==> src/rtl/tirq_pkg.sv <==
package tirq_pkg;

    localparam int TIRQ_AW = 3;
    localparam int TIRQ_DW = 32;

    typedef enum logic [TIRQ_AW-1:0] {
        REG_FLAG  = 3'd0,
        REG_MISS  = 3'd1,
        REG_CFG   = 3'd2,
        REG_ENSET = 3'd3,
        REG_ENCLR = 3'd4
    } reg_sel_e;

    typedef struct packed {
        logic               wr;
        logic               rd;
        logic [TIRQ_AW-1:0] addr;
        logic [TIRQ_DW-1:0] wdata;
    } bus_req_t;

    // flag layout: bit 0 update, bit 1 trigger, bits 2.. channels
    localparam int FLAG_UPD  = 0;
    localparam int FLAG_TRIG = 1;
    localparam int FLAG_CH0  = 2;

    function automatic int flag_width(input int nch);
        return nch + FLAG_CH0;
    endfunction

    function automatic logic hits(input bus_req_t req, input reg_sel_e sel);
        return req.wr && (req.addr == sel);
    endfunction

endpackage

==> src/rtl/tirq_trig_edge.sv <==
module tirq_trig_edge (
    input  logic clk,
    input  logic rst,
    input  logic trig_in,
    input  logic gated_mode,
    output logic trig_evt
);
    logic prev_q;

    always_ff @(posedge clk) begin
        if (rst) prev_q <= 1'b0;
        else     prev_q <= trig_in;
    end

    always_comb begin
        if (gated_mode) trig_evt = trig_in ^ prev_q;
        else            trig_evt = trig_in & ~prev_q;
    end
endmodule

==> src/rtl/tirq_flag_bank.sv <==
module tirq_flag_bank #(
    parameter int NCH   = 4,
    parameter int NFLAG = NCH + 2
) (
    input  logic             clk,
    input  logic             rst,
    input  logic             upd_evt,
    input  logic             trig_evt,
    input  logic [NCH-1:0]   ch_evt,
    input  logic [NCH-1:0]   ch_capmode,
    input  logic [NCH-1:0]   cap_rd,
    input  logic [NFLAG-1:0] flag_wclr,
    input  logic [NCH-1:0]   miss_wclr,
    output logic [NFLAG-1:0] flag_q,
    output logic [NCH-1:0]   miss_q
);
    import tirq_pkg::*;

    logic [NFLAG-1:0] set_v;
    logic [NFLAG-1:0] clr_v;
    logic [NCH-1:0]   cap_clr;
    logic [NCH-1:0]   ch_busy;

    for (genvar i = 0; i < NCH; i++) begin : g_ch
        assign cap_clr[i] = cap_rd[i] & ch_capmode[i];
        assign ch_busy[i] = flag_q[FLAG_CH0 + i];
        assign set_v[FLAG_CH0 + i] = ch_evt[i];
        assign clr_v[FLAG_CH0 + i] = flag_wclr[FLAG_CH0 + i] | cap_clr[i];
    end

    assign set_v[FLAG_UPD]  = upd_evt;
    assign set_v[FLAG_TRIG] = trig_evt;
    assign clr_v[FLAG_UPD]  = flag_wclr[FLAG_UPD];
    assign clr_v[FLAG_TRIG] = flag_wclr[FLAG_TRIG];

    always_ff @(posedge clk) begin
        if (rst) begin
            flag_q <= '0;
            miss_q <= '0;
        end else begin
            flag_q <= (flag_q & ~clr_v) | set_v;
            miss_q <= (miss_q & ~miss_wclr) | (ch_evt & ch_busy);
        end
    end
endmodule

==> src/rtl/tirq_regif.sv <==
module tirq_regif #(
    parameter int NCH   = 4,
    parameter int NFLAG = NCH + 2
) (
    input  logic                       clk,
    input  logic                       rst,
    input  tirq_pkg::bus_req_t         req,
    input  logic [NFLAG-1:0]           flag_q,
    input  logic [NCH-1:0]             miss_q,
    output logic [NFLAG-1:0]           flag_wclr,
    output logic [NCH-1:0]             miss_wclr,
    output logic [NFLAG-1:0]           cfg_q,
    output logic                       en_q,
    output logic [tirq_pkg::TIRQ_DW-1:0] rdata
);
    import tirq_pkg::*;

    logic [TIRQ_DW-1:0] rd_mux;

    assign flag_wclr = hits(req, REG_FLAG) ? req.wdata[NFLAG-1:0] : '0;
    assign miss_wclr = hits(req, REG_MISS) ? req.wdata[NCH-1:0]   : '0;

    always_comb begin
        case (req.addr)
            REG_FLAG:  rd_mux = TIRQ_DW'(flag_q);
            REG_MISS:  rd_mux = TIRQ_DW'(miss_q);
            REG_CFG:   rd_mux = TIRQ_DW'(cfg_q);
            REG_ENSET,
            REG_ENCLR: rd_mux = TIRQ_DW'(en_q);
            default:   rd_mux = '0;
        endcase
    end

    always_ff @(posedge clk) begin
        if (rst) begin
            cfg_q <= '0;
            en_q  <= 1'b0;
            rdata <= '0;
        end else begin
            if (hits(req, REG_CFG))                     cfg_q <= req.wdata[NFLAG-1:0];
            if (hits(req, REG_ENSET) && req.wdata[0])   en_q  <= 1'b1;
            else if (hits(req, REG_ENCLR) && req.wdata[0]) en_q <= 1'b0;
            if (req.rd)                                 rdata <= rd_mux;
        end
    end
endmodule

==> src/rtl/tmr_irq_ctrl.sv <==
module tmr_irq_ctrl #(
    parameter int NCH = 4
) (
    input  logic                         clk,
    input  logic                         rst,
    input  logic                         upd_evt,
    input  logic                         trig_in,
    input  logic                         gated_mode,
    input  logic [NCH-1:0]               ch_evt,
    input  logic [NCH-1:0]               ch_capmode,
    input  logic [NCH-1:0]               cap_rd,
    input  logic                         bus_wr,
    input  logic                         bus_rd,
    input  logic [tirq_pkg::TIRQ_AW-1:0] bus_addr,
    input  logic [tirq_pkg::TIRQ_DW-1:0] bus_wdata,
    output logic [tirq_pkg::TIRQ_DW-1:0] bus_rdata,
    output logic                         irq
);
    import tirq_pkg::*;

    localparam int NFLAG = flag_width(NCH);

    bus_req_t         req;
    logic             trig_evt;
    logic [NFLAG-1:0] flag_q;
    logic [NCH-1:0]   miss_q;
    logic [NFLAG-1:0] flag_wclr;
    logic [NCH-1:0]   miss_wclr;
    logic [NFLAG-1:0] cfg_q;
    logic             en_q;

    assign req = '{wr: bus_wr, rd: bus_rd, addr: bus_addr, wdata: bus_wdata};

    tirq_trig_edge u_trig (
        .clk        (clk),
        .rst        (rst),
        .trig_in    (trig_in),
        .gated_mode (gated_mode),
        .trig_evt   (trig_evt)
    );

    tirq_flag_bank #(.NCH(NCH), .NFLAG(NFLAG)) u_bank (
        .clk        (clk),
        .rst        (rst),
        .upd_evt    (upd_evt),
        .trig_evt   (trig_evt),
        .ch_evt     (ch_evt),
        .ch_capmode (ch_capmode),
        .cap_rd     (cap_rd),
        .flag_wclr  (flag_wclr),
        .miss_wclr  (miss_wclr),
        .flag_q     (flag_q),
        .miss_q     (miss_q)
    );

    tirq_regif #(.NCH(NCH), .NFLAG(NFLAG)) u_regs (
        .clk       (clk),
        .rst       (rst),
        .req       (req),
        .flag_q    (flag_q),
        .miss_q    (miss_q),
        .flag_wclr (flag_wclr),
        .miss_wclr (miss_wclr),
        .cfg_q     (cfg_q),
        .en_q      (en_q),
        .rdata     (bus_rdata)
    );

    assign irq = en_q & (|(flag_q & cfg_q));
endmodule

==> config.mk <==
export PLATFORM = sky130hd
export DESIGN_NAME = tmr_irq_ctrl
export DESIGN_NICKNAME = d
export VERILOG_FILES = /design/src/rtl/tirq_pkg.sv /design/src/rtl/tirq_trig_edge.sv /design/src/rtl/tirq_flag_bank.sv /design/src/rtl/tirq_regif.sv /design/src/rtl/tmr_irq_ctrl.sv
export SDC_FILE = /design/constraint.sdc
export NUM_CORES = 1
export LEC_CHECK = 0
export BUFFER_PORTS_ARGS = -buffer_cell sky130_fd_sc_hd__buf_2
export CAP_MARGIN = 25
export CORE_MARGIN = 2
export CORE_UTILIZATION = 42
export CTS_CLUSTER_DIAMETER = 30
export DETAILED_ROUTE_END_ITERATION = 16
export PLACE_DENSITY_LB_ADDON = 0.3
export SYNTH_ARGS = -nofsm -noshare
export SYNTH_HDL_FRONTEND = slang
export SYNTH_SLANG_ARGS = --single-unit
==> constraint.sdc <==
create_clock -name clk -period 1.6 [get_ports clk]
set_input_delay 0.32 -clock clk [delete_from_list [all_inputs] [get_ports clk]]
set_output_delay 0.32 -clock clk [all_outputs]
set_load 0.005 [all_outputs]
Word-level counts from Yosys, hierarchy flattened
Index checks and enable logic that the tools add are counted.
Operators by class
  muxes and demuxes: 6
  reduce and logical (&&, ||, !) cells: 11
  bitwise gates (word level): 20
  equal/unequal tests: 4
Operator list (count)
  one-hot mux 6 bit (4 select lines): 1
  bitwise AND 6 bit: 2
  bitwise AND 4 bit: 2
  logical AND 1 bit: 7
  bitwise AND 1 bit: 6
  == test 3 x 2 -> 1 bit, second input constant: 2
  2-to-1 mux 6 bit: 1
  inverter 6 bit: 1
  OR 6 bit: 1
  OR reduction 6 bit: 1
  2-to-1 mux 4 bit: 1
  inverter 4 bit: 1
  OR 1 bit: 4
  OR 4 bit: 1
  == test 3 x 1 -> 1 bit, second input constant: 1
  == test 3 bit, second input constant: 1
  zero test 3 bit: 1
  2-to-1 mux 1 bit: 3
  nonzero test 2 bit: 1
  OR reduction 2 bit: 1
  inverter 1 bit: 1
  XOR 1 bit: 1
Word-level totals
  bits of input ports: 54
  output and inout bits: 33
  word-level logic and storage cells: 47
  register bits after elaboration: 50

Logic depth before layout (Yosys ltp)
Gate-level depths: netlist of run 1.
  depth after elaboration: 7
  depth in mapped cells: 5
  gate-level depth less buffers: 5

Cells and area by module
Synthesis of run 1 repeated with hierarchy kept, for this count alone.
Second synthesis, totals
  cells, all modules: 162
  area total of the unflattened synthesis: 1412.6 µm²
Modules (own cells, without submodules)
  tirq_regif: seq. area each 260.2 µm², area an instance 924.6 µm², cells an instance 106, instances 1
  tirq_flag_bank: seq. area each 200.2 µm², area an instance 404.1 µm², cells an instance 45, instances 1
  tirq_trig_edge: seq. area each 20.0 µm², area an instance 51.3 µm², cells an instance 6, instances 1
  tmr_irq_ctrl: seq. area each 0.0 µm², area an instance 32.5 µm², cells an instance 5, instances 1

Worst setup path before layout of run 1
Ideal clock, no wire load.
  kind: input -> register
  start: in bus_addr[2] (netlist name)
  end: reg u_bank.flag_q[2]
  cell stages on the path: 3
  slack: 392 ps
  required time: 1468 ps
  buffers on the path: 0
  arrival: 1075 ps
  setup time: 132 ps
  cell sequence: or4b_4 > o211ai_2 > a21oi_1
Between the ends
  word-level cells in the longest chain between the ends: 7
Ends and longest elaborated chain
  from (decl): RTL line tmr_irq_ctrl.sv:14  | input logic [tirq_pkg::TIRQ_AW-1:0] bus_addr,
  zero test 3 bit: RTL line tirq_pkg.sv:31  | return req.wr && (req.addr == sel);
  logical AND 1 bit: RTL line tirq_pkg.sv:31
  2-to-1 mux 6 bit: RTL line tirq_regif.sv:20  | assign flag_wclr = hits(req, REG_FLAG) ? req.wdata[NFLAG-1:0] : '0;
  OR 1 bit: RTL line tirq_flag_bank.sv:28  | assign clr_v[FLAG_CH0 + i] = flag_wclr[FLAG_CH0 + i] | cap_clr[i];
  inverter 6 bit: RTL line tirq_flag_bank.sv:41  | flag_q <= (flag_q & ~clr_v) | set_v;
  bitwise AND 6 bit: RTL line tirq_flag_bank.sv:41
  OR 6 bit: RTL line tirq_flag_bank.sv:41
  to (signal assigned): RTL line tirq_flag_bank.sv:41
  to (decl): RTL line tirq_flag_bank.sv:14  | output logic [NFLAG-1:0] flag_q,
No other way between the ends.
A chain may end at the register's enable or synchronous reset.

Final worst setup path of run 1
  start: reg u_bank.flag_q[3]
  end: out irq
Between the ends
  word-level cells in the longest chain between the ends: 3
Ends and longest elaborated chain
  bitwise AND 6 bit: RTL line tmr_irq_ctrl.sv:69  | assign irq = en_q & (|(flag_q & cfg_q));
  OR reduction 6 bit: RTL line tmr_irq_ctrl.sv:69
  bitwise AND 1 bit: RTL line tmr_irq_ctrl.sv:69
  to (decl): RTL line tmr_irq_ctrl.sv:17  | output logic irq
No other way between the ends.

==> run summary, run 1 <==
### Floorplanning
- 3684 µm² — die footprint
- 60.70 µm — die extent in x
- 3053 µm² — CORE AREA
- 0.4422 — effective utilization at floorplan
- 87 — Top Ports
- 60.70 µm — die span in y
- 20 — Cell Rows

### GRT
- 0 — remaining global-route overflow
- 1,036 — number of global-route vias before repair
- 4.291 mm — global-route wire length before repair
- 0 — number of antenna violations at the first check in global routing
- 0.1563 — overall global routing resource usage
- 26 — pin count of the biggest net entering global routing

### Layout
- 0 — Antenna diodes
- 246 — net total in the final layout
- 10.57% — layout-stage area growth over the synthesis result
- 0.2487 — fraction of final layout cells sized beyond drive strength 1
- 318 — filler instances

### Clock tree
- 2 — worst-case clock buffer depth
- built — clock tree from TritonCTS
- 0 — cells resized by post-CTS repair
- 120 ps — clk slew on worst S/H paths
- 0 — CTS Hold Buffers Added
- 310 ps — Skew-Pair Late Insertion Delay
- 3 — CTS buffer count
- 1 — H-Tree Level Count
- clkbuf_4 — Clock Tree Root
- 24 — clock tree sinks
- 0 — total setup buffers inserted after CTS

### STA
- 1497 ps — shortest period the worst path allows
- 0 ps — sum of negative setup slack
- 6.198 ps — final setup skew
- 0.6678 GHz — top achievable clock speed
- 0.9359 — period utilisation layout
- 102.6 ps — Worst Slack Setup Final
- 0 — total of endpoints with negative setup slack in the final report
- no — unrepaired setup endpoints after global routing
- 0 — final count of hold timing violations
- 0 — final count of pins violating max slew

### Power
- 0.0004700 V — Max VDD drop
- 714.7 nW/µm² — power density over the cells
- 0.6783 nW — leakage power summed over all cells

### Drt
- 0 — Post-DRT Antenna Nets
- 1,080 — vias
- 4 — TritonRoute pass-1 iters
- 0 — post-route DRC violation count
- 11.41 µm — routed wirelength normalized by instance count
- 2.658 mm — wirelength, routed
- 26 — count of routing violations after the opening detailed-route iteration
- 4.635 — vias per std cell

### Setup path
- 410 ps — biggest cell delay along the critical path
- 4 — critical-path maximum fanout
- 1180 ps — data arrival time at the worst-slack endpoint
- 3 — worst r2r path cells
- flip-flop to output port — type of the worst setup path
- 1280 ps — required time at the worst-slack endpoint
- dfxtp_1 — Slowest-stage cell, CP
- a22oi_1 > a31oi_1 > buf_2 — cells along the critical path
- output port — Crit. End Element
- flip-flop — Setup crit start kind

### Logic synthesis
- 35 — distinct cell type count after synthesis
- 8.654 µm² — Synth Area per Inst
- 156 — gate count of the mapped netlist
- 0 — Yosys warning count
- 1350 µm² — total standard cell area after synthesis
- 24 — #FFs+latches synth
- 0.3559 — portion of the post-synthesis area used by sequential elements

### Placement
- 0.8209 — final RePlAce weighted congestion
- 34 — input/output buffers
- 143.4 ps — minimum setup slack after placement
- 2.024 mm — DP Wirelength

### Status
- complete, no violations — result of the run

### Worst hold path
- primary input to flip-flop — type of the most critical hold path
- 3 — Hold Path Stages

### Run
- 0 — max-cap check violation count

## worst paths after layout
check / start / to / slack [ps]
worst max-delay path: u_bank.flag_q[3]$_SDFF_PP0_ / irq / 100
worst min register to register: u_regs.rdata[5]$_SDFFE_PP0P_ / u_regs.rdata[5]$_SDFFE_PP0P_ / 480
worst max register to register: u_regs.cfg_q[0]$_SDFFE_PP0P_ / u_regs.rdata[0]$_SDFFE_PP0P_ / 670
worst min-delay path: upd_evt / u_bank.flag_q[0]$_SDFF_PP0_ / 230
## layout make-up
class	instances	area [µm²]	area share
tap	44	55.05	0.03688
inverter	17	63.81	0.04275
timing repair buffer	38	200.2	0.1341
clock buffer	3	22.52	0.01509
sequential	24	480.5	0.3219
multi-input combinational	107	670.6	0.4493
## cell usage in the layout, fill, tap and decap left out, types with 3 or more instances in the layout
cell,instances
buf_2,34
conb_1,26
dfxtp_1,24
inv_1,17
a21oi_1,12
mux2i_1,10
nand2_1,8
nor2_1,7
o21ai_0,5
a2bb2oi_1,4
buf_4,4
a22oi_1,3
o32ai_1,3
nand2b_1,3
clkbuf_4,3
## cells by family (layout without fill, tap and decap cells)
logic type	count (synthesis)	in the layout	synth area share
AO/OA/AOI/OAI	38	38	0.1965
adder cells (fa/ha/maj)	1	1	0.009266
buffers and inverters	50	58	0.2169
flip-flops	24	24	0.3559
multiplexers	12	12	0.09083
other	1	26	0.002778
AND/OR/NAND/NOR	30	30	0.1279
## power by group
| group | switching (mW) | leakage, nW | internal, mW |
|---|---|---|---|
| clock network | 0.166 | 0.0138 | 0.0880 |
| registers | 0.0185 | 0.197 | 0.623 |
| logic | 0.0932 | 0.468 | 0.0780 |
| total | 0.278 | 0.678 | 0.789 |
## Yosys cell counts, drive strengths merged
cell     instances  area, µm²
buf             30      217.7
dfxtp           24      480.5
inv             17      63.81
a21oi           12      60.06
mux2i           10      100.1
nand2            8      30.03
nor2             7      26.28
o21ai            7      35.03
a2bb2oi          4      35.03
a22oi            3      22.52
clkbuf           3      11.26
nand2b           3      18.77
o32ai            3      26.28
a221o            2      20.02
mux2             2      22.52
nand3            2      10.01
nor2b            2      12.51
o211ai           2      25.02
or3b             2      17.52
a211o            1      8.760
a221oi           1      8.760
a31oi            1      6.260
conb             1      3.750
ha               1      12.51
nand3b           1      7.510
nand4            1      6.260
nand4bb          1      11.26
nor4b            1      8.760
nor4bb           1      10.01
o221ai           1      8.760
o41ai            1      8.760
or4b             1      13.76
## metal layers
layer | part of all wire | wire length (µm) | GRT usage | up-vias
met3 | 0.057 | 152 | 0.01919 | 4
met4 | 0.012 | 31 | 0.08696 | 0
met2 | 0.49 | 1309 | 0.2765 | 39
met1 | 0.44 | 1163 | 0.1817 | 486
met5 | 0 | 0 | 0 | -
li1 | - | - | - | 551
## critical path: cells and delay by family, from the launching register on
family                 cells  cell delay, ps
AO/OA/AOI/OAI              2             310
buffers and inverters      1             140
flip-flops                 1             410
## sequential cells by signal, indices dropped and copies added (netlist names)
signal,cells
u_regs.en_q,1
u_regs.rdata,6
u_regs.cfg_q,6
u_bank.miss_q,4
u_bank.flag_q,6
u_trig.prev_q,1
## metrics by stage
stage / utilization / std cells / hold WS, ps / total power [mW] / instance area (µm²)
CTS: 0.4889 / 233 / 215.3 / 1.080 / 1493
global placement: 0.4816 / 230 / 455.7 / 0.8181 / 1470
detailed placement: 0.4816 / 230 / 465.4 / 0.8233 / 1470
global route: 0.4889 / 233 / 215.0 / 1.134 / 1493
floorplan: - / 181 / 431.2 / 0.8028 / 1444
finish: 0.4889 / 233 / 225.9 / 1.067 / 1493
(Power assumes the default switching activity.)
==> run 2, diff against run 1 <==
--- a/config.mk
+++ b/config.mk
@@ -8,7 +8,7 @@
 export BUFFER_PORTS_ARGS = -buffer_cell sky130_fd_sc_hd__buf_2
 export CAP_MARGIN = 25
 export CORE_MARGIN = 2
-export CORE_UTILIZATION = 42
+export CORE_UTILIZATION = 38
 export CTS_CLUSTER_DIAMETER = 30
 export DETAILED_ROUTE_END_ITERATION = 16
 export PLACE_DENSITY_LB_ADDON = 0.3
==> constraint.sdc (replaced) <==
create_clock -name clk -period 1.25 [get_ports clk]
set_input_delay 0.25 -clock clk [delete_from_list [all_inputs] [get_ports clk]]
set_output_delay 0.25 -clock clk [all_outputs]
set_load 0.005 [all_outputs]
==> run summary, run 2 (same netlist as run 1, synthesis figures left out) <==
### Clock tree
- 330 ps — Skew-Pair Late Insertion Delay, +20 ps
- 1 — H-Tree Level Count, unchanged
- 2 — worst-case clock buffer depth, unchanged
- clkbuf_4 — Clock Tree Root
- 140 ps — clk slew on worst S/H paths, +20 ps
- 24 — clock tree sinks, unchanged
- built — clock tree from TritonCTS
- 3 — CTS buffer count, unchanged
- 0 — CTS Hold Buffers Added, unchanged

### Layout
- buf_2 — leading cell type in the layout, fill and taps excluded
- buf_2 (34), conb_1 (26), buf_4 (19) — commonest non-fill, non-tap cells in the layout
- 0 — Antenna diodes, unchanged
- 349 — filler instances, +9.7%
- 680.7 µm² — area occupied by multi-input gates, +1.5%
- u_bank.flag_q (6), u_regs.cfg_q (6), u_regs.rdata (6) — largest registers in the final layout
- 493.0 µm² — area of all sequential standard cells, +2.6%
- 0.3659 — fraction of final layout cells sized beyond drive strength 1, +0.1172
- 261 — net total in the final layout, +6.1%
- 22.98% — layout-stage area growth over the synthesis result
- 1660 µm² — finished layout cell area, +11%

### Power
- 0.7711 nW — leakage power summed over all cells, +14%
- 1007 nW/µm² — power density over the cells, +41%
- 0.0005825 V — Max VDD drop, +24%

### Worst hold path
- primary input to flip-flop — type of the most critical hold path
- 3 — Hold Path Stages, unchanged
- ch_evt[1] — startpoint of the lowest-slack hold path
- u_bank.flag_q[3]$_SDFF_PP0_ — worst-case hold path end point

### Setup path
- 4 — worst r2r path cells, +1
- u_regs.rdata[3]$_SDFFE_PP0P_ — Worst R2R End
- dfxtp_2 — Slowest-stage cell, CP
- 1100 ps — data arrival time at the worst-slack endpoint, -80 ps
- 350 ps — biggest cell delay along the critical path, -60 ps
- flip-flop — Setup crit start kind
- u_bank.flag_q[3]$_SDFF_PP0_ — reg2reg start
- 1000 ps — required time at the worst-slack endpoint, -280 ps
- a22oi_2 > a31oi_1 > buf_2 — cells along the critical path
- output port — Crit. End Element
- 230 ps — setup slack, reg-to-reg, -440 ps
- flip-flop to output port — type of the worst setup path
- 2 — critical-path maximum fanout, -2

### Floorplanning
- 63.61 µm — die extent in x, +4.8%
- 21 — Cell Rows, +5.0%
- 63.61 µm — die span in y, +4.8%
- 87 — Top Ports, unchanged
- 3363 µm² — CORE AREA, +10%
- 0.4014 — effective utilization at floorplan, -0.04080
- 4046 µm² — die footprint, +9.8%

### STA
- 1 — total of endpoints with negative setup slack in the final report, +1
- 1353 ps — shortest period the worst path allows
- yes — unrepaired setup endpoints after global routing
- 0 — final count of pins violating max slew, unchanged
- 0 — final count of hold timing violations, unchanged
- 3.750 ps — final setup skew, -2.448 ps
- 1.082 — period utilisation layout
- 0.7393 GHz — top achievable clock speed
- -102.7 ps — Worst Slack Setup Final, -205.3 ps

### Placement
- 0.7478 — final RePlAce weighted congestion, -8.9%
- 1555 µm² — dpl cell area, +5.8%
- 34 — input/output buffers, unchanged
- -96.81 ps — minimum setup slack after placement, -240.2 ps
- 2.138 mm — DP Wirelength, +5.6%

### Drt
- 1,145 — vias, +6.0%
- 28 — count of routing violations after the opening detailed-route iteration, +7.7%
- 0 — post-route DRC violation count, unchanged
- 4 — TritonRoute pass-1 iters, unchanged
- 4.562 — vias per std cell, -1.6%
- 3.023 mm — wirelength, routed, +14%
- 0 — Post-DRT Antenna Nets, unchanged
- 12.04 µm — routed wirelength normalized by instance count, +5.6%

### GRT
- 4.843 mm — global-route wire length before repair, +13%
- 0 — remaining global-route overflow, unchanged
- 0.1528 — overall global routing resource usage, -0.003594
- 1,042 — number of global-route vias before repair, +0.58%
- 26 — pin count of the biggest net entering global routing, unchanged
- 0 — number of antenna violations at the first check in global routing, unchanged

### Status
- setup timing — violated checks
- finished, violations left — result of the run

### Run
- 0 — max-cap check violation count, unchanged

run 2: cell type report:
type                    count  share of cell area
clock buffers               3             0.01356
clock inverters             1             0.01809
inverters                  17             0.03843
multi-input cells         107              0.4099
flip-flops and latches     24              0.2969
well taps                  46             0.03466
repair buffers             53              0.1884
run 2: report_power, final:
| group | internal (mW) | total [mW] | switching [mW] |
|---|---|---|---|
| clock network | 0.325 | 0.584 | 0.259 |
| registers | 0.801 | 0.823 | 0.0223 |
| logic | 0.130 | 0.265 | 0.135 |
| total | 1.26 | 1.67 | 0.416 |
run 2: timing repair:
item	4_1_cts	5_1_grt
endpoints found under the hold margin	0	0
endpoints found under the setup margin	1	1
pin swaps	1	0
resized for setup	9	3
buffers inserted	4	0
run 2: worst max path at each step:
stage,startpoint,to
after floorplan,bus_addr[2],u_bank.flag_q[2]$_SDFF_PP0_
final,u_regs.cfg_q[4]$_SDFFE_PP0P_,irq
after global placement,bus_addr[1],u_regs.cfg_q[4]$_SDFFE_PP0P_
after global routing,u_bank.flag_q[1]$_SDFF_PP0_,irq
after detailed placement,bus_addr[2],u_regs.cfg_q[3]$_SDFFE_PP0P_
after CTS,u_regs.cfg_q[4]$_SDFFE_PP0P_,irq
run 2: per-stage QoR:
step,power [mW],util,std cells,hold WS (ps),setup TNS [ps]
global route,1.745,0.4937,251,119.1,-169.3
CTS,1.677,0.4926,251,129.8,-107.2
detailed placement,1.080,0.4624,243,455.5,-1017
finish,1.672,0.4937,251,127.7,-102.7
floorplan,1.028,-,181,361.2,0
global placement,1.078,0.4624,243,457.2,-873.8
run 2: worst max-delay path: cells and delay by family (launching register included):
kind                   cells  cell delay, ps
AO/OA/AOI/OAI              2             280
flip-flops                 1             350
buffers and inverters      1             140
run 2: per-layer routing:
metal,share of wire,global-route usage,vias up
li1,-,-,588
met1,0.43,0.1811,513
met2,0.51,0.2763,39
met3,0.053,0.02143,5
met4,0.012,0.05707,0
met5,0,0,-
